===== config.mk =====
export PLATFORM = sky130hd
export DESIGN_NAME = near_rate_clkdiv
export DESIGN_NICKNAME = d
export VERILOG_FILES = /design/src/rtl/ndiv_pkg.sv /design/src/rtl/ndiv_restoring_div.sv /design/src/rtl/ndiv_tick_gen.sv /design/src/rtl/near_rate_clkdiv.sv
export SDC_FILE = /design/constraint.sdc
export NUM_CORES = 1
export LEC_CHECK = 0
export BUFFER_PORTS_ARGS = -buffer_cell sky130_fd_sc_hd__buf_2
export CAP_MARGIN = 15
export CORE_MARGIN = 2
export CORE_UTILIZATION = 65
export CTS_CLUSTER_DIAMETER = 100
export DETAILED_ROUTE_END_ITERATION = 12
export PLACE_DENSITY_LB_ADDON = 0.2
export SLEW_MARGIN = 20
export SYNTH_ARGS = -nofsm -noshare
export SYNTH_HDL_FRONTEND = slang
export SYNTH_SLANG_ARGS = --single-unit

===== constraint.sdc =====
create_clock -name clk -period 15.3 [get_ports clk]
set_input_delay 1.53 -clock clk [delete_from_list [all_inputs] [get_ports clk]]
set_output_delay 1.53 -clock clk [all_outputs]
set_load 0.02 [all_outputs]

===== src/rtl/ndiv_pkg.sv =====
package ndiv_pkg;
    typedef enum logic [2:0] {
        ST_IDLE,
        ST_CAND,
        ST_NEAR_A,
        ST_NEAR_B,
        ST_RDBK
    } ndiv_state_e;
endpackage


===== src/rtl/ndiv_restoring_div.sv =====
module ndiv_restoring_div #(
    parameter int W = 32
) (
    input  logic         clk,
    input  logic         rst_n,
    input  logic         start,
    input  logic [W-1:0] dividend,
    input  logic [W-1:0] divisor,
    output logic         busy,
    output logic         done,
    output logic [W-1:0] quotient
);
    localparam int CNT_W = $clog2(W + 1);

    logic [W-1:0]     rem_r, quo_r, dvs_r, dvd_r;
    logic [CNT_W-1:0] cnt_r;
    logic [W:0]       rem_sh, rem_sub;
    logic             fits;

    always_comb begin
        rem_sh  = {rem_r, quo_r[W-1]};
        fits    = rem_sh >= {1'b0, dvs_r};
        rem_sub = rem_sh - {1'b0, dvs_r};
    end

    always_ff @(posedge clk or negedge rst_n) begin
        if (!rst_n) begin
            rem_r <= '0;
            quo_r <= '0;
            dvs_r <= '0;
            dvd_r <= '0;
            cnt_r <= '0;
            busy  <= 1'b0;
            done  <= 1'b0;
        end else if (start) begin
            rem_r <= '0;
            quo_r <= dividend;
            dvs_r <= divisor;
            dvd_r <= dividend;
            cnt_r <= CNT_W'(W);
            busy  <= 1'b1;
            done  <= 1'b0;
        end else if (busy) begin
            rem_r <= fits ? rem_sub[W-1:0] : rem_sh[W-1:0];
            quo_r <= {quo_r[W-2:0], fits};
            cnt_r <= cnt_r - 1'b1;
            if (cnt_r == CNT_W'(1)) begin
                busy <= 1'b0;
                done <= 1'b1;
            end
        end else begin
            done <= 1'b0;
        end
    end

    assign quotient = quo_r;

    logic [2*W-1:0] prod_w, dvd_w, dvs_w;
    always_comb begin
        prod_w = {{W{1'b0}}, quo_r} * {{W{1'b0}}, dvs_r};
        dvd_w  = {{W{1'b0}}, dvd_r};
        dvs_w  = {{W{1'b0}}, dvs_r};
    end

    // the quotient handed back is the truncated quotient
    p_quot_exact_r2: assert property (@(posedge clk) disable iff (!rst_n)
        (done && dvs_r != '0) |-> (prod_w <= dvd_w) && ((dvd_w - prod_w) < dvs_w));
    // a zero divisor saturates so the factor clamps high
    p_zero_dvs_r3: assert property (@(posedge clk) disable iff (!rst_n)
        (done && dvs_r == '0) |-> (&quo_r));
endmodule


===== src/rtl/ndiv_tick_gen.sv =====
module ndiv_tick_gen #(
    parameter int FAC_W = 8
) (
    input  logic             clk,
    input  logic             rst_n,
    input  logic [FAC_W-1:0] fac_in,
    output logic             tick
);
    logic [FAC_W-1:0] cur_fac, cnt_r;

    assign tick = (cur_fac != '0) && (cnt_r == cur_fac - 1'b1);

    always_ff @(posedge clk or negedge rst_n) begin
        if (!rst_n) begin
            cur_fac <= '0;
            cnt_r   <= '0;
        end else if (cur_fac == '0 || tick) begin
            cur_fac <= fac_in;
            cnt_r   <= '0;
        end else begin
            cnt_r <= cnt_r + 1'b1;
        end
    end

    // the active factor changes only at a period boundary
    p_reload_edge_r10: assert property (@(posedge clk) disable iff (!rst_n)
        (cur_fac != '0 && !tick) |=> $stable(cur_fac));
    // a zero factor seen at a period end silences the next cycle
    p_gate_off_r9: assert property (@(posedge clk) disable iff (!rst_n)
        (tick && fac_in == '0) |=> !tick);
endmodule


===== src/rtl/near_rate_clkdiv.sv =====
module near_rate_clkdiv #(
    parameter int RATE_W = 32,
    parameter int FAC_W  = 8
) (
    input  logic              clk,
    input  logic              rst_n,
    input  logic [RATE_W-1:0] parent_rate,
    input  logic              req_valid,
    input  logic [RATE_W-1:0] req_rate,
    input  logic              fac_wr,
    input  logic [FAC_W-1:0]  fac_wdata,
    input  logic              off_cmd,
    input  logic              rd_req,
    input  logic [1:0]        flag_clr,
    output logic              busy,
    output logic              done,
    output logic [FAC_W-1:0]  factor,
    output logic [RATE_W-1:0] rd_rate,
    output logic              err_over,
    output logic              err_under,
    output logic              div_tick
);
    import ndiv_pkg::*;

    localparam int FAC_MAX = (1 << FAC_W) - 1;
    localparam logic [RATE_W-1:0] FAC_MAX_R = RATE_W'(FAC_MAX);

    ndiv_state_e state, state_nx;

    logic [RATE_W-1:0] tgt_r, par_r, near_a_r;
    logic [FAC_W:0]    cand_r, pick;
    logic [RATE_W-1:0] dist_a, dist_b;

    logic              div_start, div_busy, div_done;
    logic [RATE_W-1:0] div_dvd, div_dvs, div_quo;

    ndiv_restoring_div #(.W(RATE_W)) u_div (
        .clk      (clk),
        .rst_n    (rst_n),
        .start    (div_start),
        .dividend (div_dvd),
        .divisor  (div_dvs),
        .busy     (div_busy),
        .done     (div_done),
        .quotient (div_quo)
    );

    ndiv_tick_gen #(.FAC_W(FAC_W)) u_tick (
        .clk    (clk),
        .rst_n  (rst_n),
        .fac_in (factor),
        .tick   (div_tick)
    );

    assign busy = (state != ST_IDLE);

    // nearest-rate pick from the two candidate rates
    always_comb begin
        dist_a = (tgt_r >= near_a_r) ? tgt_r - near_a_r : near_a_r - tgt_r;
        dist_b = (tgt_r >= div_quo)  ? tgt_r - div_quo  : div_quo - tgt_r;
        pick   = (dist_b <= dist_a) ? cand_r + 1'b1 : cand_r;
    end

    // state register
    always_ff @(posedge clk or negedge rst_n) begin
        if (!rst_n) state <= ST_IDLE;
        else        state <= state_nx;
    end

    // next state and divider launch
    always_comb begin
        state_nx  = state;
        div_start = 1'b0;
        div_dvd   = par_r;
        div_dvs   = '0;
        unique case (state)
            ST_IDLE: begin
                if (off_cmd || fac_wr) begin
                    state_nx = ST_IDLE;
                end else if (req_valid) begin
                    div_start = 1'b1;
                    div_dvd   = parent_rate;
                    div_dvs   = req_rate;
                    state_nx  = ST_CAND;
                end else if (rd_req && factor != '0) begin
                    div_start = 1'b1;
                    div_dvd   = parent_rate;
                    div_dvs   = RATE_W'(factor);
                    state_nx  = ST_RDBK;
                end
            end
            ST_CAND: begin
                if (div_done) begin
                    if (div_quo == '0 || div_quo > FAC_MAX_R) begin
                        state_nx = ST_IDLE;
                    end else begin
                        div_start = 1'b1;
                        div_dvs   = div_quo;
                        state_nx  = ST_NEAR_A;
                    end
                end
            end
            ST_NEAR_A: begin
                if (div_done) begin
                    div_start = 1'b1;
                    div_dvs   = RATE_W'(cand_r) + RATE_W'(1);
                    state_nx  = ST_NEAR_B;
                end
            end
            ST_NEAR_B: if (div_done) state_nx = ST_IDLE;
            ST_RDBK:   if (div_done) state_nx = ST_IDLE;
            default:   state_nx = ST_IDLE;
        endcase
    end

    // outputs and datapath
    always_ff @(posedge clk or negedge rst_n) begin
        if (!rst_n) begin
            factor    <= '0;
            rd_rate   <= '0;
            err_over  <= 1'b0;
            err_under <= 1'b0;
            done      <= 1'b0;
            tgt_r     <= '0;
            par_r     <= '0;
            cand_r    <= '0;
            near_a_r  <= '0;
        end else begin
            done      <= 1'b0;
            err_over  <= err_over  & ~flag_clr[1];
            err_under <= err_under & ~flag_clr[0];
            unique case (state)
                ST_IDLE: begin
                    if (off_cmd) begin
                        factor <= '0;
                    end else if (fac_wr) begin
                        factor <= fac_wdata;
                    end else if (req_valid) begin
                        tgt_r <= req_rate;
                        par_r <= parent_rate;
                    end else if (rd_req && factor == '0) begin
                        rd_rate <= '0;
                        done    <= 1'b1;
                    end
                end
                ST_CAND: begin
                    if (div_done) begin
                        if (div_quo == '0) begin
                            factor    <= FAC_W'(1);
                            err_under <= 1'b1;
                            done      <= 1'b1;
                        end else if (div_quo > FAC_MAX_R) begin
                            factor   <= FAC_W'(FAC_MAX);
                            err_over <= 1'b1;
                            done     <= 1'b1;
                        end else begin
                            cand_r <= div_quo[FAC_W:0];
                        end
                    end
                end
                ST_NEAR_A: if (div_done) near_a_r <= div_quo;
                ST_NEAR_B: begin
                    if (div_done) begin
                        if (pick > (FAC_W+1)'(FAC_MAX)) begin
                            factor   <= FAC_W'(FAC_MAX);
                            err_over <= 1'b1;
                        end else begin
                            factor <= pick[FAC_W-1:0];
                        end
                        done <= 1'b1;
                    end
                end
                ST_RDBK: begin
                    if (div_done) begin
                        rd_rate <= div_quo;
                        done    <= 1'b1;
                    end
                end
                default: done <= 1'b0;
            endcase
        end
    end

    // no factor change while busy except the commit that raises done
    p_hold_busy_r6: assert property (@(posedge clk) disable iff (!rst_n)
        busy |=> ($stable(factor) || done));
    // a fresh over-range flag comes with the maximum factor
    p_clamp_hi_r3: assert property (@(posedge clk) disable iff (!rst_n)
        $rose(err_over) |-> (factor == FAC_W'(FAC_MAX)));
    // a fresh under-range flag comes with factor 1
    p_clamp_lo_r4: assert property (@(posedge clk) disable iff (!rst_n)
        $rose(err_under) |-> (factor == FAC_W'(1)));
    // completion is reported only once back in IDLE
    p_done_idle_r12: assert property (@(posedge clk) disable iff (!rst_n)
        done |-> !busy);
endmodule


==> results.json, run 1 <==
{
  "yosysUniqueCellTypes": 78,
  "gr-total-overflow": 0,
  "grtUsageMet1_pct": 55.5,
  "dr.pass1.iters": 6,
  "slew_violations": 0,
  "drt_wl_total_um": 71200,
  "dp_hpwl_um": 53200,
  "row_count": 66,
  "ys_async_sr_fraction_pct": 100,
  "synth_seq_cells": 271,
  "grt_pass1_vias": 19890,
  "cts_buffers": 31,
  "clkSinkCount": 271,
  "cts_setup_buffers": 0,
  "die_y_um": 185,
  "relSlewSlack_pct": 20.0,
  "hold_viol": 0,
  "vias_per_cell": 6.61,
  "crit_buf_inv": 2,
  "wire_per_inst_um": 22.8,
  "syn_area_um2": 21200,
  "synthCells": 2619,
  "multi_input_area_um2": 13200,
  "yosysWarnings": 0,
  "core_area_um2": 32400,
  "via_count": 20626,
  "antenna_found_initial": 3,
  "critical_path_arrival_ps": 6980,
  "pin_count": 125,
  "fillers": 2630,
  "syn_avg_cell_area_um2": 8.11,
  "crit_fanout": 20,
  "netlist.area_leader.share_pct": 31.9,
  "use_met3_pct": 9.52,
  "final_core_util_pct": 71.4,
  "clk_path_buf_depth": 3,
  "max_freq_mhz": 153,
  "path_cells": "ha_1 > inv_1 > fa_1 > a211oi_2 > o21ai_1 > a31o_1 > o211a_1 > o32ai_4 > buf_4 > a21boi_0 > nor2_1 > xnor2_1 > ha_1 > a21o_1 > a221o_1 > a221oi_1 > o31ai_1 > o21ai_0 > a31o_2 > nand2b_1 > o21ai_0 > o22ai_1",
  "regArea_um2": 6790,
  "maxCapViolCount": 0,
  "finalCritPeriodShare_pct": 42.6,
  "synth.largest_area_cell": "dfrtp_1",
  "clk_latency_ps": 600,
  "htree_levels": 1,
  "syn-num-nets": 2899,
  "dieArea_um2": 34100,
  "route.detailed.drc": 0,
  "slowest_stage": "o32ai_4",
  "top_usage_layer": "met2",
  "rsz0062_at_grt": "false",
  "drive_gt1_share_pct": 9.04,
  "period_minus_slack_ps": 6520,
  "io_buffers": 124,
  "tns_ps": 0,
  "layout_common_cells": "nand2_1, dfrtp_1, o21ai_0",
  "start_util_pct": 65.6,
  "place.gp.congestion": 1.01,
  "synthTopCellsByArea": "dfrtp_1, ha_1, nand2_1",
  "clockRootBuffer": "clkbuf_16",
  "worst_setup_path_start_kind": "flip-flop",
  "gr-usage-met2_pct": 63.9,
  "antenna_left": 0,
  "die_w_um": 185,
  "ys.flop_type": "dfrtp_1",
  "grt_pass1_wl_um": 111000,
  "outcome": "complete, no violations",
  "seq_area_frac_synth_pct": 31.9,
  "endpoint_kind": "flip-flop",
  "hold_path_class": "reg -> reg",
  "fin_nets": 2935,
  "final_common_cell": "nand2_1",
  "critical_path_class": "reg -> reg",
  "setup_viol": 0,
  "area_growth_pct": 8.74,
  "drt_iter0_markers": 2605,
  "worst_slew_pin_slew_ps": 1190,
  "path_clk_slew_ps": 60,
  "crit_path_max_incr_delay_ps": 600,
  "grt.total_usage_pct": 41.6,
  "synth-edff-count": 0,
  "fin_worst_skew_ps": 22.5,
  "cts_resized": 0,
  "grt_max_degree": 128,
  "crit_family": "compound AO/OA/AOI/OAI gates",
  "required_ps": 15760,
  "cts_tree": "done",
  "holdBufCountCts": 0
}
logic make-up (layout without fill, tap and decap cells):
| group | count (synthesis) | after routing | share of synthesized area, % |
|---|---|---|---|
| flops | 271 | 271 | 31.9 |
| other cells | 0 | 1 | 0 |
| mux | 47 | 47 | 2.30 |
| fa+ha+maj | 200 | 200 | 12.0 |
| xor+xnor | 109 | 109 | 4.49 |
| buf+inv | 319 | 377 | 6.08 |
| compound gates | 848 | 848 | 26.0 |
| simple gates | 825 | 825 | 17.2 |
per-stage QoR:
stage | hold WS (ps) | area, um^2 | setup slack (ps) | instances
after global placement | 454 | 22000 | 8990 | 3063
final | 472 | 23100 | 8780 | 3120
after floorplan | 446 | 21200 | 10340 | 2619
after CTS | 474 | 23100 | 8930 | 3118
after global routing | 493 | 23100 | 8410 | 3119
after detailed placement | 461 | 22000 | 8990 | 3063
cell usage after synthesis (6+ instances only):
library cell and count:
inv_1 179, o211ai_1 17, or2_2 8, xor2_1 39
buf_2 23, a222oi_1 8, nand2b_1 27, or3_1 11
and2_1 16, buf_4 7, o21ai_0 216, o21a_1 18
a211o_1 7, mux2_2 11, nand2_1 415, dfrtp_1 271
a21oi_1 195, nand3b_1 6, nand3_1 42, xnor2_1 70
clkbuf_1 89, o22ai_1 6, a221oi_1 8, mux2i_1 35
a211oi_1 31, ha_1 195, nor3_1 35, and3_1 14
a21o_1 89, o211a_1 35, a31oi_1 71, nor2_1 160
o31ai_1 42, nor2b_1 19, nor3b_1 6, buf_1 15
o21bai_1 36, o41ai_1 6, or4_1 6, nor4_1 16
nand4_1 36
worst min-delay path, cell delays in order, from the launching register on:
cell and delay (ps):
dfrtp_1 330, nand2_1 50, o31ai_1 60
worst paths after layout:
check / startpoint / to / slack (ps) / cells after the start
min in group asynchronous: rst_n / near_a_r[21] / 920 / 1
setup / recovery: u_div.quotient[0] / factor[0] / 8780 / 22
hold / removal: rd_rate[22] / rd_rate[22] / 470 / 2
setup reg to reg: u_div.quotient[0] / factor[0] / 8780 / 22
hold reg to reg: rd_rate[22] / rd_rate[22] / 470 / 2
max in group asynchronous: rst_n / u_div.rem_r[5] / 12290 / 4
metal layers:
layer	up-vias	part of all wire, %
li1	9358	-
met4	0	5.2
met3	201	10
met1	9932	40
met5	-	0
met2	1135	44
state kept, by name (all words and copies together), names as in the netlist, 9 cells and up:
register	cells
u_div.rem_r	32
tgt_r	32
rd_rate	32
near_a_r	32
cand_r	9
u_div.dvs_r	32
u_div.quotient	32
par_r	32
layout make-up:
| class | count | area share (%) |
|---|---|---|
| Tap cell | 442 | 2.39 |
| Timing Repair Buffer | 143 | 3.43 |
| Antenna cell | 1 | 0.0108 |
| Clock inverter | 19 | 1.08 |
| Inverter | 179 | 2.91 |
| Multi-Input combinational cell | 2029 | 57.3 |
| Sequential cell | 271 | 29.4 |
| Clock buffer | 36 | 3.53 |
Power of run 1 is left out: the tool's default activity adds up to more than one toggle a clock period on the data nets, which glitch-free logic cannot reach.
==> run 2: changes to the inputs <==
--- a/config.mk
+++ b/config.mk
@@ -8,7 +8,7 @@
 export BUFFER_PORTS_ARGS = -buffer_cell sky130_fd_sc_hd__buf_2
 export CAP_MARGIN = 15
 export CORE_MARGIN = 2
-export CORE_UTILIZATION = 65
+export CORE_UTILIZATION = 63
 export CTS_CLUSTER_DIAMETER = 100
 export DETAILED_ROUTE_END_ITERATION = 12
 export PLACE_DENSITY_LB_ADDON = 0.2
==> constraint.sdc (replaced) <==
create_clock -name clk -period 6.5 [get_ports clk]
set_input_delay 0.65 -clock clk [delete_from_list [all_inputs] [get_ports clk]]
set_output_delay 0.65 -clock clk [all_outputs]
set_load 0.02 [all_outputs]
==> results.json, run 2 (same netlist as run 1, synthesis figures left out) <==
{
  "antenna_found_initial": 2,
  "grt_pass1_vias": 20110,
  "dr.pass1.iters": 6,
  "gr-total-overflow": 0,
  "relSlewSlack_pct": 23.8,
  "drt_iter0_markers": 2459,
  "critical_path_class": "reg -> reg",
  "cts_resized": 0,
  "hold_path_class": "in -> reg",
  "core_area_um2": 33400,
  "slowest_stage": "o32ai_4",
  "path_clk_slew_ps": 60,
  "max_freq_mhz": 165,
  "n_antenna_cell": 0,
  "route.detailed.drc": 0,
  "multi_input_area_um2": 13200,
  "holdBufCountCts": 1,
  "area_growth_pct": 8.97,
  "worst_setup_path_start_kind": "flip-flop",
  "tns_ps": 0,
  "grt.total_usage_pct": 40.5,
  "maxCapViolCount": 0,
  "drt_wl_total_um": 72800,
  "grt_pass1_wl_um": 113000,
  "vias_per_cell": 6.66,
  "layout_common_cells": "nand2_1, dfrtp_1, o21ai_0",
  "clkSinkCount": 271,
  "crit_buf_inv": 2,
  "die_w_um": 188,
  "fin_worst_skew_ps": 10.9,
  "slew_violations": 0,
  "die_y_um": 188,
  "path_cells": "ha_1 > inv_1 > fa_1 > a211oi_2 > o21ai_1 > a31o_1 > o211a_1 > o32ai_4 > buf_4 > mux2i_1 > nand2_1 > o21ai_0 > xor2_1 > ha_1 > o21ai_0 > o21ai_0 > a21oi_1 > nor2b_1 > o21ai_0 > a31oi_1 > or3_1 > a21oi_1 > o22ai_1",
  "wire_per_inst_um": 23.2,
  "regArea_um2": 6790,
  "row_count": 67,
  "endpoint_kind": "flip-flop",
  "io_buffers": 124,
  "period_minus_slack_ps": 6070,
  "required_ps": 6980,
  "grt_max_degree": 143,
  "drive_gt1_share_pct": 9.28,
  "crit_family": "compound AO/OA/AOI/OAI gates",
  "dp_hpwl_um": 54600,
  "pin_count": 125,
  "cts_tree": "done",
  "clk_latency_ps": 610,
  "final_common_cell": "nand2_1",
  "cts_setup_buffers": 0,
  "via_count": 20864,
  "worst_slew_pin_slew_ps": 1140,
  "setup_viol": 0,
  "antenna_left": 0,
  "crit_fanout": 17,
  "finalCritPeriodShare_pct": 93.3,
  "place.gp.congestion": 1.06,
  "cpMostUsedCell": "o21ai_0",
  "crit_path_max_incr_delay_ps": 590,
  "start_util_pct": 63.7,
  "dieArea_um2": 35200,
  "fin_nets": 2941,
  "fillers": 2737,
  "critical_path_arrival_ps": 6550,
  "clk_path_buf_depth": 3,
  "cts_buffers": 31,
  "outcome": "complete, no violations",
  "clockRootBuffer": "clkbuf_16",
  "r2r_slack_ps": 430,
  "hold_viol": 0,
  "htree_levels": 1,
  "rsz0062_at_grt": "false"
}
## run 2: changes by cell type in the layout (fill, tap and decap cells not counted), sizes merged
| cell | previous run | this run |
|---|---|---|
| buf | 143 | 148 |
| bufinv | 5 | 2 |
| clkbuf | 36 | 42 |
| clkinv | 9 | 8 |
| clkinvlp | 4 | 2 |
| diode | 1 | 0 |
| dlygate4sd3 | 0 | 1 |
| inv | 180 | 181 |
## run 2: stage by stage
step / cells / hold slack, ps / area (um^2) / setup WS, ps / utilization, %
2_1_floorplan: 2619 / 354 / 21200 / 1540 / -
3_3_place_gp: 3075 / 454 / 22100 / 673 / 66.2
3_5_place_dp: 3075 / 461 / 22100 / 540 / 66.2
4_1_cts: 3132 / 238 / 23100 / 502 / 69.4
5_1_grt: 3132 / 272 / 23200 / 20.8 / 69.4
6_report: 3132 / 251 / 23200 / 434 / 69.4
## run 2: layout make-up
type                    count  area share (%)
multi-input cells        2029            57.2
flip-flops and latches    271            29.3
clock buffers              42            3.92
repair buffers            149            3.60
inverters                 179            2.90
well taps                 448            2.42
clock inverters            14           0.670
## run 2: final timing paths
| path | startpoint | depth (start not counted) | to |
|---|---|---|---|
| hold reg to reg | rd_rate[25] | 2 | rd_rate[25] |
| setup reg to reg | u_div.quotient[0] | 23 | factor[2] |
| max in group asynchronous | rst_n | 3 | u_div.rem_r[5] |
| setup / recovery | u_div.quotient[0] | 23 | factor[2] |
| min in group asynchronous | rst_n | 2 | near_a_r[20] |
| hold / removal | flag_clr[1] | 2 | err_over |
## run 2: per-layer routing
metal | vias to the layer above | GRT usage [%] | part of all wire, %
met5 | - | 0 | 0
met2 | 1215 | 64.5 | 45
met1 | 10075 | 54.8 | 41
met4 | 0 | 18.3 | 4.9
li1 | 9370 | - | -
met3 | 204 | 6.12 | 9.1
Power of run 2 is left out for the same reason.
